===== src/rtl/gpio_mm_pkg.sv =====
// Package: constants and the identification lookup for the address-masked GPIO port.
// Assumes a 12-bit byte offset and word-aligned accesses.
package gpio_mm_pkg;
    localparam int ADDR_W    = 12;
    localparam int BUS_W     = 32;
    localparam int PAD_COUNT = 8;
    localparam int PAD_IDX_W = $clog2(PAD_COUNT);

    localparam logic [ADDR_W-1:0] OFF_DIR    = 12'h400;
    localparam logic [ADDR_W-1:0] OFF_SENSE  = 12'h404;
    localparam logic [ADDR_W-1:0] OFF_BOTH   = 12'h408;
    localparam logic [ADDR_W-1:0] OFF_EVT    = 12'h40C;
    localparam logic [ADDR_W-1:0] OFF_MASK   = 12'h410;
    localparam logic [ADDR_W-1:0] OFF_RAW    = 12'h414;
    localparam logic [ADDR_W-1:0] OFF_MSTAT  = 12'h418;
    localparam logic [ADDR_W-1:0] OFF_CLR    = 12'h41C;
    localparam logic [ADDR_W-1:0] OFF_ALT    = 12'h420;
    localparam logic [ADDR_W-1:0] OFF_KEY    = 12'h520;
    localparam logic [ADDR_W-1:0] OFF_COMMIT = 12'h524;
    localparam logic [6:0]        PAD_TAG    = 7'b0101000;  // offsets 0x500..0x51C
    localparam logic [9:0]        ID_WORD0   = 10'h3F4;     // word index of 0xFD0

    localparam logic [BUS_W-1:0] UNLOCK_KEY = 32'h0ACC_E551;

    // Identification byte for word index 0..11 of the top block.
    function automatic logic [7:0] id_byte(input logic [3:0] idx);
        case (idx)
            4'd4:    id_byte = 8'h61;
            4'd6:    id_byte = 8'h18;
            4'd7:    id_byte = 8'h01;
            4'd8:    id_byte = 8'h0D;
            4'd9:    id_byte = 8'hF0;
            4'd10:   id_byte = 8'h05;
            4'd11:   id_byte = 8'hB1;
            default: id_byte = 8'h00;
        endcase
    endfunction
endpackage


===== src/rtl/gpio_mm_sync.sv =====
// Multi-stage synchronizer, one independent chain per bit.
// Assumes din is asynchronous to clk; the output lags by STAGES cycles.
module gpio_mm_sync #(
    parameter int WIDTH  = 8,
    parameter int STAGES = 2
) (
    input  logic             clk,
    input  logic             rst_n,
    input  logic [WIDTH-1:0] din,
    output logic [WIDTH-1:0] dout
);
    logic [STAGES-1:0][WIDTH-1:0] stage_q;

    // Shift every bit through its flop chain.
    always_ff @(posedge clk) begin
        if (!rst_n) begin
            stage_q <= '0;
        end else begin
            stage_q[0] <= din;
            for (int s = 1; s < STAGES; s++) begin
                stage_q[s] <= stage_q[s-1];
            end
        end
    end

    assign dout = stage_q[STAGES-1];
endmodule


===== src/rtl/gpio_mm_irq.sv =====
// Per-pin interrupt detector and raw status store.
// Assumes lvl is already synchronized. A set in the same cycle as a clear wins.
module gpio_mm_irq #(
    parameter int N = 8
) (
    input  logic         clk,
    input  logic         rst_n,
    input  logic [N-1:0] lvl,
    input  logic [N-1:0] sense,
    input  logic [N-1:0] both,
    input  logic [N-1:0] evt,
    input  logic [N-1:0] clr,
    output logic [N-1:0] raw
);
    logic [N-1:0] prev_q;
    logic [N-1:0] hit;

    // One detector per pin, chosen by that pin's configuration bits.
    for (genvar i = 0; i < N; i++) begin : g_det
        logic rise, fall;
        assign rise = lvl[i] & ~prev_q[i];
        assign fall = ~lvl[i] & prev_q[i];
        always_comb begin
            if (sense[i])     hit[i] = (lvl[i] == evt[i]);
            else if (both[i]) hit[i] = rise | fall;
            else              hit[i] = evt[i] ? rise : fall;
        end
    end

    // Track the previous level and accumulate the raw status.
    always_ff @(posedge clk) begin
        if (!rst_n) begin
            prev_q <= '0;
            raw    <= '0;
        end else begin
            prev_q <= lvl;
            raw    <= (raw & ~clr) | hit;
        end
    end
endmodule


===== src/rtl/gpio_mm.sv =====
// Top level of the address-masked GPIO port: register decode, data path,
// lock/commit guard, pad storage and identification reads.
// Assumes word-aligned offsets; rdata and err are registered (one-cycle latency).
module gpio_mm
    import gpio_mm_pkg::*;
#(
    parameter int N_PINS      = 8,
    parameter int SYNC_STAGES = 2
) (
    input  logic              clk,
    input  logic              rst_n,
    input  logic              bus_sel,
    input  logic              bus_wr,
    input  logic [ADDR_W-1:0] bus_addr,
    input  logic [BUS_W-1:0]  bus_wdata,
    output logic [BUS_W-1:0]  bus_rdata,
    output logic              bus_err,
    input  logic [N_PINS-1:0] pin_in,
    output logic [N_PINS-1:0] pin_out,
    output logic              irq
);
    localparam int W = N_PINS;

    logic [W-1:0] data_q, dir_q, sense_q, both_q, evt_q, mask_q, afsel_q, commit_q;
    logic [PAD_COUNT-1:0][W-1:0] pad_q;
    logic         locked_q;
    logic [W-1:0] sync_in, raw_q, clr_bits, amask;
    logic [ADDR_W-1:0] aligned;
    logic [9:0]   word;
    logic         wr_hit, in_data, in_pad, in_id, mapped;
    logic [BUS_W-1:0] rd_val;

    assign aligned = {bus_addr[ADDR_W-1:2], 2'b00};
    assign word    = bus_addr[ADDR_W-1:2];
    assign amask   = bus_addr[W+1:2];
    assign wr_hit  = bus_sel & bus_wr;
    assign in_data = (bus_addr[11:10] == 2'b00);
    assign in_id   = (word >= ID_WORD0);
    assign in_pad  = (bus_addr[11:5] == PAD_TAG);

    gpio_mm_sync #(.WIDTH(W), .STAGES(SYNC_STAGES)) sync_i (
        .clk(clk), .rst_n(rst_n), .din(pin_in), .dout(sync_in)
    );

    assign clr_bits = (wr_hit && aligned == OFF_CLR) ? bus_wdata[W-1:0] : '0;

    gpio_mm_irq #(.N(W)) irq_i (
        .clk(clk), .rst_n(rst_n), .lvl(sync_in), .sense(sense_q),
        .both(both_q), .evt(evt_q), .clr(clr_bits), .raw(raw_q)
    );

    // Drive outputs from the stored data; input pins float high.
    assign pin_out = (data_q & dir_q) | ~dir_q;
    assign irq     = |(raw_q & mask_q);

    // Decode the read value and whether the offset is in the map.
    always_comb begin
        rd_val = '0;
        mapped = 1'b1;
        if (in_data) begin
            rd_val[W-1:0] = data_q & amask;
        end else if (in_id) begin
            rd_val[7:0] = id_byte(4'(word - ID_WORD0));
        end else if (in_pad) begin
            rd_val[W-1:0] = pad_q[bus_addr[PAD_IDX_W+1:2]];
        end else begin
            case (aligned)
                OFF_DIR:    rd_val[W-1:0] = dir_q;
                OFF_SENSE:  rd_val[W-1:0] = sense_q;
                OFF_BOTH:   rd_val[W-1:0] = both_q;
                OFF_EVT:    rd_val[W-1:0] = evt_q;
                OFF_MASK:   rd_val[W-1:0] = mask_q;
                OFF_RAW:    rd_val[W-1:0] = raw_q;
                OFF_MSTAT:  rd_val[W-1:0] = raw_q & mask_q;
                OFF_CLR:    rd_val        = '0;
                OFF_ALT:    rd_val[W-1:0] = afsel_q;
                OFF_KEY:    rd_val[0]     = locked_q;
                OFF_COMMIT: rd_val[W-1:0] = commit_q;
                default:    mapped        = 1'b0;
            endcase
        end
    end

    // Register bus responses: read data and the unmapped-access pulse.
    always_ff @(posedge clk) begin
        if (!rst_n) begin
            bus_rdata <= '0;
            bus_err   <= 1'b0;
        end else begin
            bus_err <= bus_sel & ~mapped;
            if (bus_sel && !bus_wr) bus_rdata <= rd_val;
        end
    end

    // Data register: masked writes on output pins, sampled levels on input pins.
    always_ff @(posedge clk) begin
        if (!rst_n) begin
            data_q <= '0;
        end else begin
            for (int i = 0; i < W; i++) begin
                if (!dir_q[i])                        data_q[i] <= sync_in[i];
                else if (wr_hit && in_data && amask[i]) data_q[i] <= bus_wdata[i];
            end
        end
    end

    // Configuration, guard and pad registers.
    always_ff @(posedge clk) begin
        if (!rst_n) begin
            dir_q    <= '0;
            sense_q  <= '0;
            both_q   <= '0;
            evt_q    <= '0;
            mask_q   <= '0;
            afsel_q  <= '0;
            commit_q <= '1;
            locked_q <= 1'b1;
            pad_q    <= '0;
        end else if (wr_hit && !in_data && !in_id) begin
            if (in_pad) begin
                pad_q[bus_addr[PAD_IDX_W+1:2]] <= bus_wdata[W-1:0];
            end else begin
                case (aligned)
                    OFF_DIR:    dir_q    <= bus_wdata[W-1:0];
                    OFF_SENSE:  sense_q  <= bus_wdata[W-1:0];
                    OFF_BOTH:   both_q   <= bus_wdata[W-1:0];
                    OFF_EVT:    evt_q    <= bus_wdata[W-1:0];
                    OFF_MASK:   mask_q   <= bus_wdata[W-1:0];
                    OFF_ALT:    afsel_q  <= (afsel_q & ~commit_q) | (bus_wdata[W-1:0] & commit_q);
                    OFF_KEY:    locked_q <= (bus_wdata != UNLOCK_KEY);
                    OFF_COMMIT: if (!locked_q) commit_q <= bus_wdata[W-1:0];
                    default:    ;
                endcase
            end
        end
    end
endmodule


===== config.mk =====
export PLATFORM = sky130hd
export DESIGN_NAME = gpio_mm
export DESIGN_NICKNAME = d
export VERILOG_FILES = /design/src/rtl/gpio_mm_pkg.sv /design/src/rtl/gpio_mm_sync.sv /design/src/rtl/gpio_mm_irq.sv /design/src/rtl/gpio_mm.sv
export SDC_FILE = /design/constraint.sdc
export NUM_CORES = 1
export LEC_CHECK = 0
export BUFFER_PORTS_ARGS = -buffer_cell sky130_fd_sc_hd__buf_4
export CORE_MARGIN = 4
export CORE_UTILIZATION = 45
export DETAILED_ROUTE_END_ITERATION = 10
export GPL_ROUTABILITY_DRIVEN = 0
export MAX_ROUTING_LAYER = met4
export PLACE_DENSITY = 0.62
export SYNTH_ARGS = -nofsm -noshare
export SYNTH_HDL_FRONTEND = slang
export SYNTH_SLANG_ARGS = --single-unit

===== constraint.sdc =====
create_clock -name clk -period 3.2 [get_ports clk]
set_input_delay 0.96 -clock clk [delete_from_list [all_inputs] [get_ports clk]]
set_output_delay 0.96 -clock clk [all_outputs]
set_load 0.005 [all_outputs]

== After elaboration in Yosys (flattened, before gate mapping) ==
Cells that the tools add are included.

* Bits in registers: 170
* Input port bits: 56
* Output and inout port bits: 42
* Word-level logic and storage cells: 212

* Add/subtract/negate cells: 1
* $lt $le $gt $ge: 3
* Equal/unequal tests: 36
* Multiplexer cells: 56
* Bitwise logic cells: 57
* Reduce and logical (&&, ||, !) cells: 29

{| class="wikitable"
|+ Operators with widths
! operator !! number
|-
| $eq A10 B9 Y1 const B || 11
|-
| $bwmux W64 || 1
|-
| $pmux W7 S9 || 1
|-
| $pmux W8 S7 || 1
|-
| $and A8 B8 Y8 || 6
|-
| $mux W8 || 6
|-
| $mux W1 || 44
|-
| $ne A32 B28 Y1 const B || 1
|-
| $bmux W8 S3 || 1
|-
| $demux W8 S3 || 1
|-
| $not A8 Y8 || 3
|-
| $or A8 B8 Y8 || 3
|-
| $reduce_and A3 Y1 || 7
|-
| $not A1 Y1 || 19
|-
| $and A1 B1 Y1 || 18
|-
| $eq A4 B4 Y1 const B || 4
|-
| $ne A2 B1 Y1 const B || 8
|-
| $logic_and A1 B1 Y1 || 14
|-
| $eq A4 B3 Y1 const B || 3
|-
| $reduce_or A11 Y1 || 1
|-
| $ge A10 B10 Y1 const B || 1
|-
| $pmux W1 S10 || 1
|-
| $eq A1 B1 Y1 || 8
|-
| $or A1 B1 Y1 || 8
|-
| other kinds (9) || 11
|}

== Depth between registers and ports, before layout ==
Gate-level depths: netlist (run 1).

* Depth after elaboration: 8
* Mapped depth: 8
* Gate-level depth less buffers: 7

== Modules after synthesis ==
Synthesis (run 1) repeated with hierarchy kept, for this count alone.

* Cells, all modules: 1,030
* Area, all modules: 9,019.9 sq um

{| class="wikitable"
|+ By module, submodules not included
! module !! times used !! cells an instance !! area each (sq um) !! sequential area each (sq um)
|-
| gpio_mm || 1 || 866 || 7,430.9 || 2,762.6
|-
| gpio_mm_irq || 1 || 123 || 1,082.3 || 320.3
|-
| gpio_mm_sync || 1 || 41 || 506.7 || 320.3
|}

== Worst setup path before layout (run 1) ==
Ideal clock, no wire load.

* Path type: input port to flip-flop
* Start point: input bus_addr[8]
* End point: register evt_q[7]
* Setup time: 0.072 ns
* Data arrival time: 2.595 ns
* Data required time: 3.128 ns
* Slack: 0.533 ns
* Stages: 6
* Path buffers: 1
* Path through: or4_1 or2_1 nor3_4 nor2b_1 buf_4 mux2i_1

* Word-level cells in the longest chain between the ends: 4
* Elaborated cells between the ends (all ways): 7
* Those cells by class: 1 x order compare; 2 x eq/ne; 1 x bitwise; 3 x reduce/logical

{| class="wikitable"
|+ RTL lines
! item !! RTL line !! text
|-
| start: declaration || gpio_mm.sv:14 || <nowiki>input logic [ADDR_W-1:0] bus_addr,</nowiki>
|-
| $ge A10 B10 Y1 || gpio_mm.sv:38 || <nowiki>assign in_id = (word >= ID_WORD0);</nowiki>
|-
| $logic_not A1 Y1 || gpio_mm.sv:119 || <nowiki>end else if (wr_hit && !in_data && !in_id) begin</nowiki>
|-
| $logic_and A1 B1 Y1 || gpio_mm.sv:119 ||
|-
| $reduce_and A3 Y1 (no line) (*) || -- ||
|-
| end signal: assignment || gpio_mm.sv:127 || <nowiki>OFF_EVT: evt_q <= bus_wdata[W-1:0];</nowiki>
|-
| end: declaration || gpio_mm.sv:24 || <nowiki>logic [W-1:0] data_q, dir_q, sense_q, both_q, evt_q, mask_q, afsel_q, commit_q;</nowiki>
|}

Mark *: on every way between the ends. The rest lies on a longest branch, timed or not.
A chain may end at the register's enable or synchronous reset.

== Final worst setup path (run 1) ==
* Start point: register irq_i.raw[4]
* End point: output irq

* Word-level cells in the longest chain between the ends: 2

{| class="wikitable"
|+ RTL lines
! item !! RTL line !! text
|-
| start: declaration || gpio_mm_irq.sv:13 || <nowiki>output logic [N-1:0] raw</nowiki>
|-
| start signal: assignment || gpio_mm_irq.sv:37 || <nowiki>raw <= (raw & ~clr) | hit;</nowiki>
|-
| $and A8 B8 Y8 || gpio_mm.sv:54 || <nowiki>assign irq = |(raw_q & mask_q);</nowiki>
|-
| $reduce_or A8 Y1 || gpio_mm.sv:54 ||
|-
| end: declaration || gpio_mm.sv:20 || <nowiki>output logic irq</nowiki>
|}

No other way between the ends.

==> metrics.txt, run 1 <==
synthesized area per cell=8.674 um2; ys flop type=dfxtp_1; Pre-Repair DR Iteration Count=5; TritonCTS Sinks=170; worst skew pair latency=0.44 ns; crit start category=flip-flop; P&R area growth vs syn=16.72%; RR Startpoint=pad_q[58]; number of synthesized flops with an enable pin=0; maxcap violations=0; Routed WL=25,480 um; Clk network pwr share=44.6%; delay-heaviest family, CP=compound AO/OA/AOI/OAI gates; power density cells=463.3 nW/um2; total power=4564 uW; Worst slew margin=51.75%; critical path data required time=2.24 ns; maximum VDD drop=0.0004008 V; port bufs=71; Cell variety after synth=65; Fmax=373.9 MHz; global-route wire length before repair=40,390 um; area of the core=18,210 um2; sequential power share=47.3%; CTS Buf Count=17; Final period util=83.57%; nets@finish=1,111; share of cells above drive strength 1=17.22%; register area=3403 um2; Worst Tran Pin Value=0.7171 ns; Fin Setup TNS=0 ns; Tmin final=2.674 ns; crit-path max FO=4; Crit-path slowest cell=a221oi_1; CP endpoint kind=output pin; GRT Resource Usage Total=24.69%; number of global-route vias before repair=7,167; Buf/Inv on CP=1; Post CTS Setup Buffer Count=0; fillers=1,679; initial antenna violation count=1; grt ovf=0; die area=21,010 um2; Synth Register Bits=170; Final Hold Viols=0; Gate Count Post-Synth=973; mapped cell area=8439 um2; CTS max path bufs=2; routed vias/inst=5.840; CTS tree=yes; Die Height=144.9 um; largest stage delay on the critical path=0.35 ns; Resize count post-CTS=0; Final Max Tran Viols=0; Die Span X=144.9 um; power share of the combinational group=8.1%; sequential area share after synthesis=40.33%; number of setup violations in the final report=0; Top-Level Pins=98; Switch Pwr=1179 uW; drt wl/cell=19.89 um; vias post-DR=7,481; Synth warnings=0; num rows=49; skew final=0.01243 ns; area occupied by multi-input gates=4591 um2; DRC=0; Sw Ratio=25.82%; Hold-fix buffers, CTS=0; Leakage=0.003790 uW; Worst EP arrival=1.71 ns; Hold Crit Class=reg2reg; DRT iter0 DRCs=694; largest net degree at the start of global routing=81; ys async rst share=0%; Final ANT Viol Nets=0; outcome=finished clean; CP Cell Sequence=a22o_1 > a221oi_1 > nand3_1 > buf_4; clk slew on worst S/H paths=0.07 ns; RSZ-0062 raised after global routing=no; H-tree depth=4; Starting Density=46.35%; Crit. Startpoint=irq_i.raw[4]; P_int=3385 uW; kind of critical path=reg2out; hpwl dp=17,560 um; HP Start=sync_i.stage_q[5]; root buffer selected by CTS=clkbuf_16
## cell usage after synthesis (4+ instances only)
cell type | count | area, um2
dfxtp_1 | 170 | 3403
nand2_1 | 135 | 506.7
mux2i_1 | 82 | 820.8
nor2_1 | 67 | 251.5
a21oi_1 | 59 | 295.3
o21ai_0 | 52 | 260.3
nand3_1 | 51 | 255.2
clkbuf_1 | 44 | 165.2
a211oi_1 | 34 | 255.2
buf_4 | 25 | 187.7
inv_1 | 20 | 75.07
and2_1 | 18 | 112.6
ha_1 | 16 | 200.2
nor2b_1 | 16 | 100.1
a221oi_1 | 14 | 122.6
buf_2 | 14 | 70.07
nand2b_1 | 13 | 81.33
mux4_2 | 12 | 270.3
nor3_1 | 12 | 60.06
a31oi_1 | 11 | 68.82
nand4_1 | 11 | 68.82
xnor2_1 | 9 | 78.83
buf_1 | 7 | 26.28
mux2_2 | 7 | 78.83
o211ai_1 | 6 | 45.04
a22oi_1 | 5 | 37.54
nor4_1 | 5 | 31.28
nor4bb_1 | 4 | 40.04
or3_1 | 4 | 25.02
## stage by stage
stage / utilization (%) / cells / setup WS (ns) / area [um2] / hold slack [ns]
2_1_floorplan: - / 996 / 0.5330 / 8526 / 0.4119
3_3_place_gp: 50.94 / 1249 / 0.2306 / 9276 / 0.4136
3_5_place_dp: 50.94 / 1249 / 0.2259 / 9276 / 0.4195
4_1_cts: 54.09 / 1280 / 0.4992 / 9848 / 0.4349
5_1_grt: 54.10 / 1281 / 0.4392 / 9851 / 0.4527
6_report: 54.10 / 1281 / 0.5258 / 9851 / 0.4311
## final timing paths
kind,to,slack [ns],depth (start not counted)
hold / removal,sync_i.dout[5],0.43,1
setup / recovery,irq,0.53,4
setup reg to reg,bus_rdata[2],1.64,5
hold reg to reg,sync_i.dout[5],0.43,1
## layer usage
| layer | track usage [%] | vias up | routed length (um) |
|---|---|---|---|
| li1 | - | 3550 | - |
| met1 | 32.99 | 3558 | 11500 |
| met2 | 37.23 | 330 | 11270 |
| met3 | 6.049 | 43 | 2129 |
| met4 | 7.648 | 0 | 589 |
| met5 | - | - | 0 |
## power groups by stage
stage | combinational, uW | sequential (uW) | clock, uW
floorplan | 223 | 2200 | 0
global placement | 361 | 2210 | 0
detailed placement | 364 | 2210 | 0
CTS | 365 | 2160 | 2070
global route | 399 | 2160 | 2140
finish | 371 | 2160 | 2040
## cell type report
class / instances / area share, %
Multi-Input combinational cell: 713 / 46.60
Antenna cell: 1 / 0.02540
Clock buffer: 18 / 4.458
Sequential cell: 170 / 34.55
Tap cell: 229 / 2.909
Inverter: 22 / 0.8383
Timing Repair Buffer: 115 / 9.272
Clock inverter: 13 / 1.346
## state kept, by name, indices dropped and copies added (netlist names), named ones only
name,cells
both_q,8
bus_err,1
bus_rdata,8
commit_q,8
data_q,8
dir_q,8
evt_q,8
irq_i.prev_q,8
irq_i.raw,8
locked_q,1
mask_q,8
pad_q,64
sense_q,8
sync_i.dout,8
sync_i.stage_q,8
## kinds of logic after synthesis
| logic type | Yosys count | share of synthesized area (%) |
|---|---|---|
| flip-flops | 170 | 40.33 |
| other | 1 | 0.04443 |
| AO/OA/AOI/OAI | 202 | 14.96 |
| adder cells (fa/ha/maj) | 16 | 2.372 |
| buffers and inverters | 113 | 6.434 |
| AND/OR/NAND/NOR | 361 | 21.07 |
| multiplexers | 101 | 13.86 |
| XOR/XNOR | 9 | 0.9341 |
## placed cells by master, fill, tap and decap left out, drive strengths merged, types with 18 or more instances in the layout
cell and count:
nand3 51, nor2 71, and2 19, inv 28, mux2i 82, a21oi 59, dfxtp 170, a211oi 34
nand2 135, conb 24, clkbuf 18, o21ai 52, buf 115
No activity file was read; power rests on OpenSTA's default activity.
==> run 2: changes to the inputs <==
--- a/config.mk
+++ b/config.mk
@@ -11,7 +11,7 @@
 export DETAILED_ROUTE_END_ITERATION = 10
 export GPL_ROUTABILITY_DRIVEN = 0
 export MAX_ROUTING_LAYER = met4
-export PLACE_DENSITY = 0.62
+export PLACE_DENSITY = 0.65
 export SYNTH_ARGS = -nofsm -noshare
 export SYNTH_HDL_FRONTEND = slang
 export SYNTH_SLANG_ARGS = --single-unit
==> constraint.sdc (replaced) <==
create_clock -name clk -period 2.4 [get_ports clk]
set_input_delay 0.72 -clock clk [delete_from_list [all_inputs] [get_ports clk]]
set_output_delay 0.72 -clock clk [all_outputs]
set_load 0.005 [all_outputs]
==> metrics.txt, run 2 (synthesized netlist as in run 1, its figures left out) <==
Resize count post-CTS=1; GRT Resource Usage Total=25.12%; Final Max Tran Viols=0; grt ovf=0; Worst Tran Pin Value=0.6669 ns; Worst slew margin=54.39%; Die Span X=144.9 um; outcome=finished clean; most frequent cells in the layout=170 x dfxtp_1, 149 x buf_4, 135 x nand2_1; CP endpoint kind=output pin; Top-Level Pins=98; max reg flops=64; number of setup violations in the final report=0; DRC=0; TritonCTS Sinks=170; initial antenna violation count=0; global-route wire length before repair=40,970 um; clk slew on worst S/H paths=0.07 ns; Tmin final=2.304 ns; crit-path max FO=4; nets@finish=1,156; Fmax=433.9 MHz; CTS Buf Count=17; fillers=1,665; vias post-DR=7,675; RSZ-0062 raised after global routing=no; Final Hold Viols=0; R2R cell count=5; H-tree depth=4; Fin Setup TNS=0 ns; worst skew pair latency=0.43 ns; area of the core=18,210 um2; maxcap violations=0; Post CTS Setup Buffer Count=0; P&R area growth vs syn=21.65%; hold-critical path depth=1; Top reg by flops=pad_q; die area=21,010 um2; Starting Density=46.35%; num rows=49; most common cell after layout, fill and taps aside=dfxtp_1; kind of critical path=reg2out; Final ANT Viol Nets=0; maximum VDD drop=0.0004960 V; power density cells=592.4 nW/um2; ant diodes=0; critical path data required time=1.68 ns; skew final=0.006291 ns; Die Height=144.9 um; drt wl/cell=19.62 um; Hold-fix buffers, CTS=0; DP Area=9702 um2; total power=6082 uW; number of global-route vias before repair=7,309; routed vias/inst=5.792; Hold Crit Class=reg2reg; hpwl dp=18,440 um; port bufs=71; Worst EP arrival=1.58 ns; Routed WL=26,000 um; Final period util=96.02%; root buffer selected by CTS=clkbuf_16; crit start category=flip-flop; DRT iter0 DRCs=855; CTS tree=yes; Leakage=0.004017 uW; share of cells above drive strength 1=20.71%; largest net degree at the start of global routing=81; CTS max path bufs=2; Pre-Repair DR Iteration Count=7; finished layout cell area=10,270 um2
## run 2: cell count changes in the layout (fill, tap and decap cells not counted)
cell,delta
inv_8,-1
clkinvlp_4,+3
clkinv_4,-1
diode_2,-1
buf_4,+38
clkinv_2,+2
inv_6,-3
a221oi_2,+1
buf_12,+7
a221oi_1,-1
## run 2: cell type report
cell class	count	area (um2)	area share, %
multi-input cells	713	4597	44.78
well taps	229	286.5	2.791
inverters	22	82.58	0.8044
flip-flops and latches	170	3403	33.15
repair buffers	160	1339	13.04
clock inverters	13	118.9	1.158
clock buffers	18	439.2	4.278
## run 2: critical path, stage by stage, from the launching register on
cell,delay [ns]
dfxtp_1,0.33
a22o_1,0.24
a221oi_2,0.27
nand3_1,0.15
buf_4,0.16
## run 2: final timing paths
| kind | startpoint | endpoint | slack, ns |
|---|---|---|---|
| setup / recovery | irq_i.raw[4] | irq | 0.1 |
| hold / removal | sync_i.stage_q[6] | sync_i.dout[6] | 0.43 |
| setup reg to reg | pad_q[62] | bus_rdata[6] | 0.78 |
| hold reg to reg | sync_i.stage_q[6] | sync_i.dout[6] | 0.43 |
## run 2: metrics by stage
stage | setup slack, ns | utilization, % | hold WS [ns] | std cells
4_1_cts | 0.08909 | 56.38 | 0.4342 | 1325
6_report | 0.09551 | 56.38 | 0.4329 | 1325
2_1_floorplan | 0.02381 | - | 0.4119 | 996
5_1_grt | 0.03291 | 56.38 | 0.4388 | 1325
3_3_place_gp | -0.2297 | 53.28 | 0.4144 | 1294
3_5_place_dp | -0.2463 | 53.28 | 0.4177 | 1294
## run 2: report_power, final
group	internal (uW)	switching [uW]
Sequential	2850	24.6
Combinational	227	323
Clock	1460	1200
Total	4530	1550
## run 2: routing by layer
metal,wire (um),track usage (%)
met1,11540,33.59
met2,11400,37.63
met3,2256,5.176
met4,796,9.739
met5,0,-
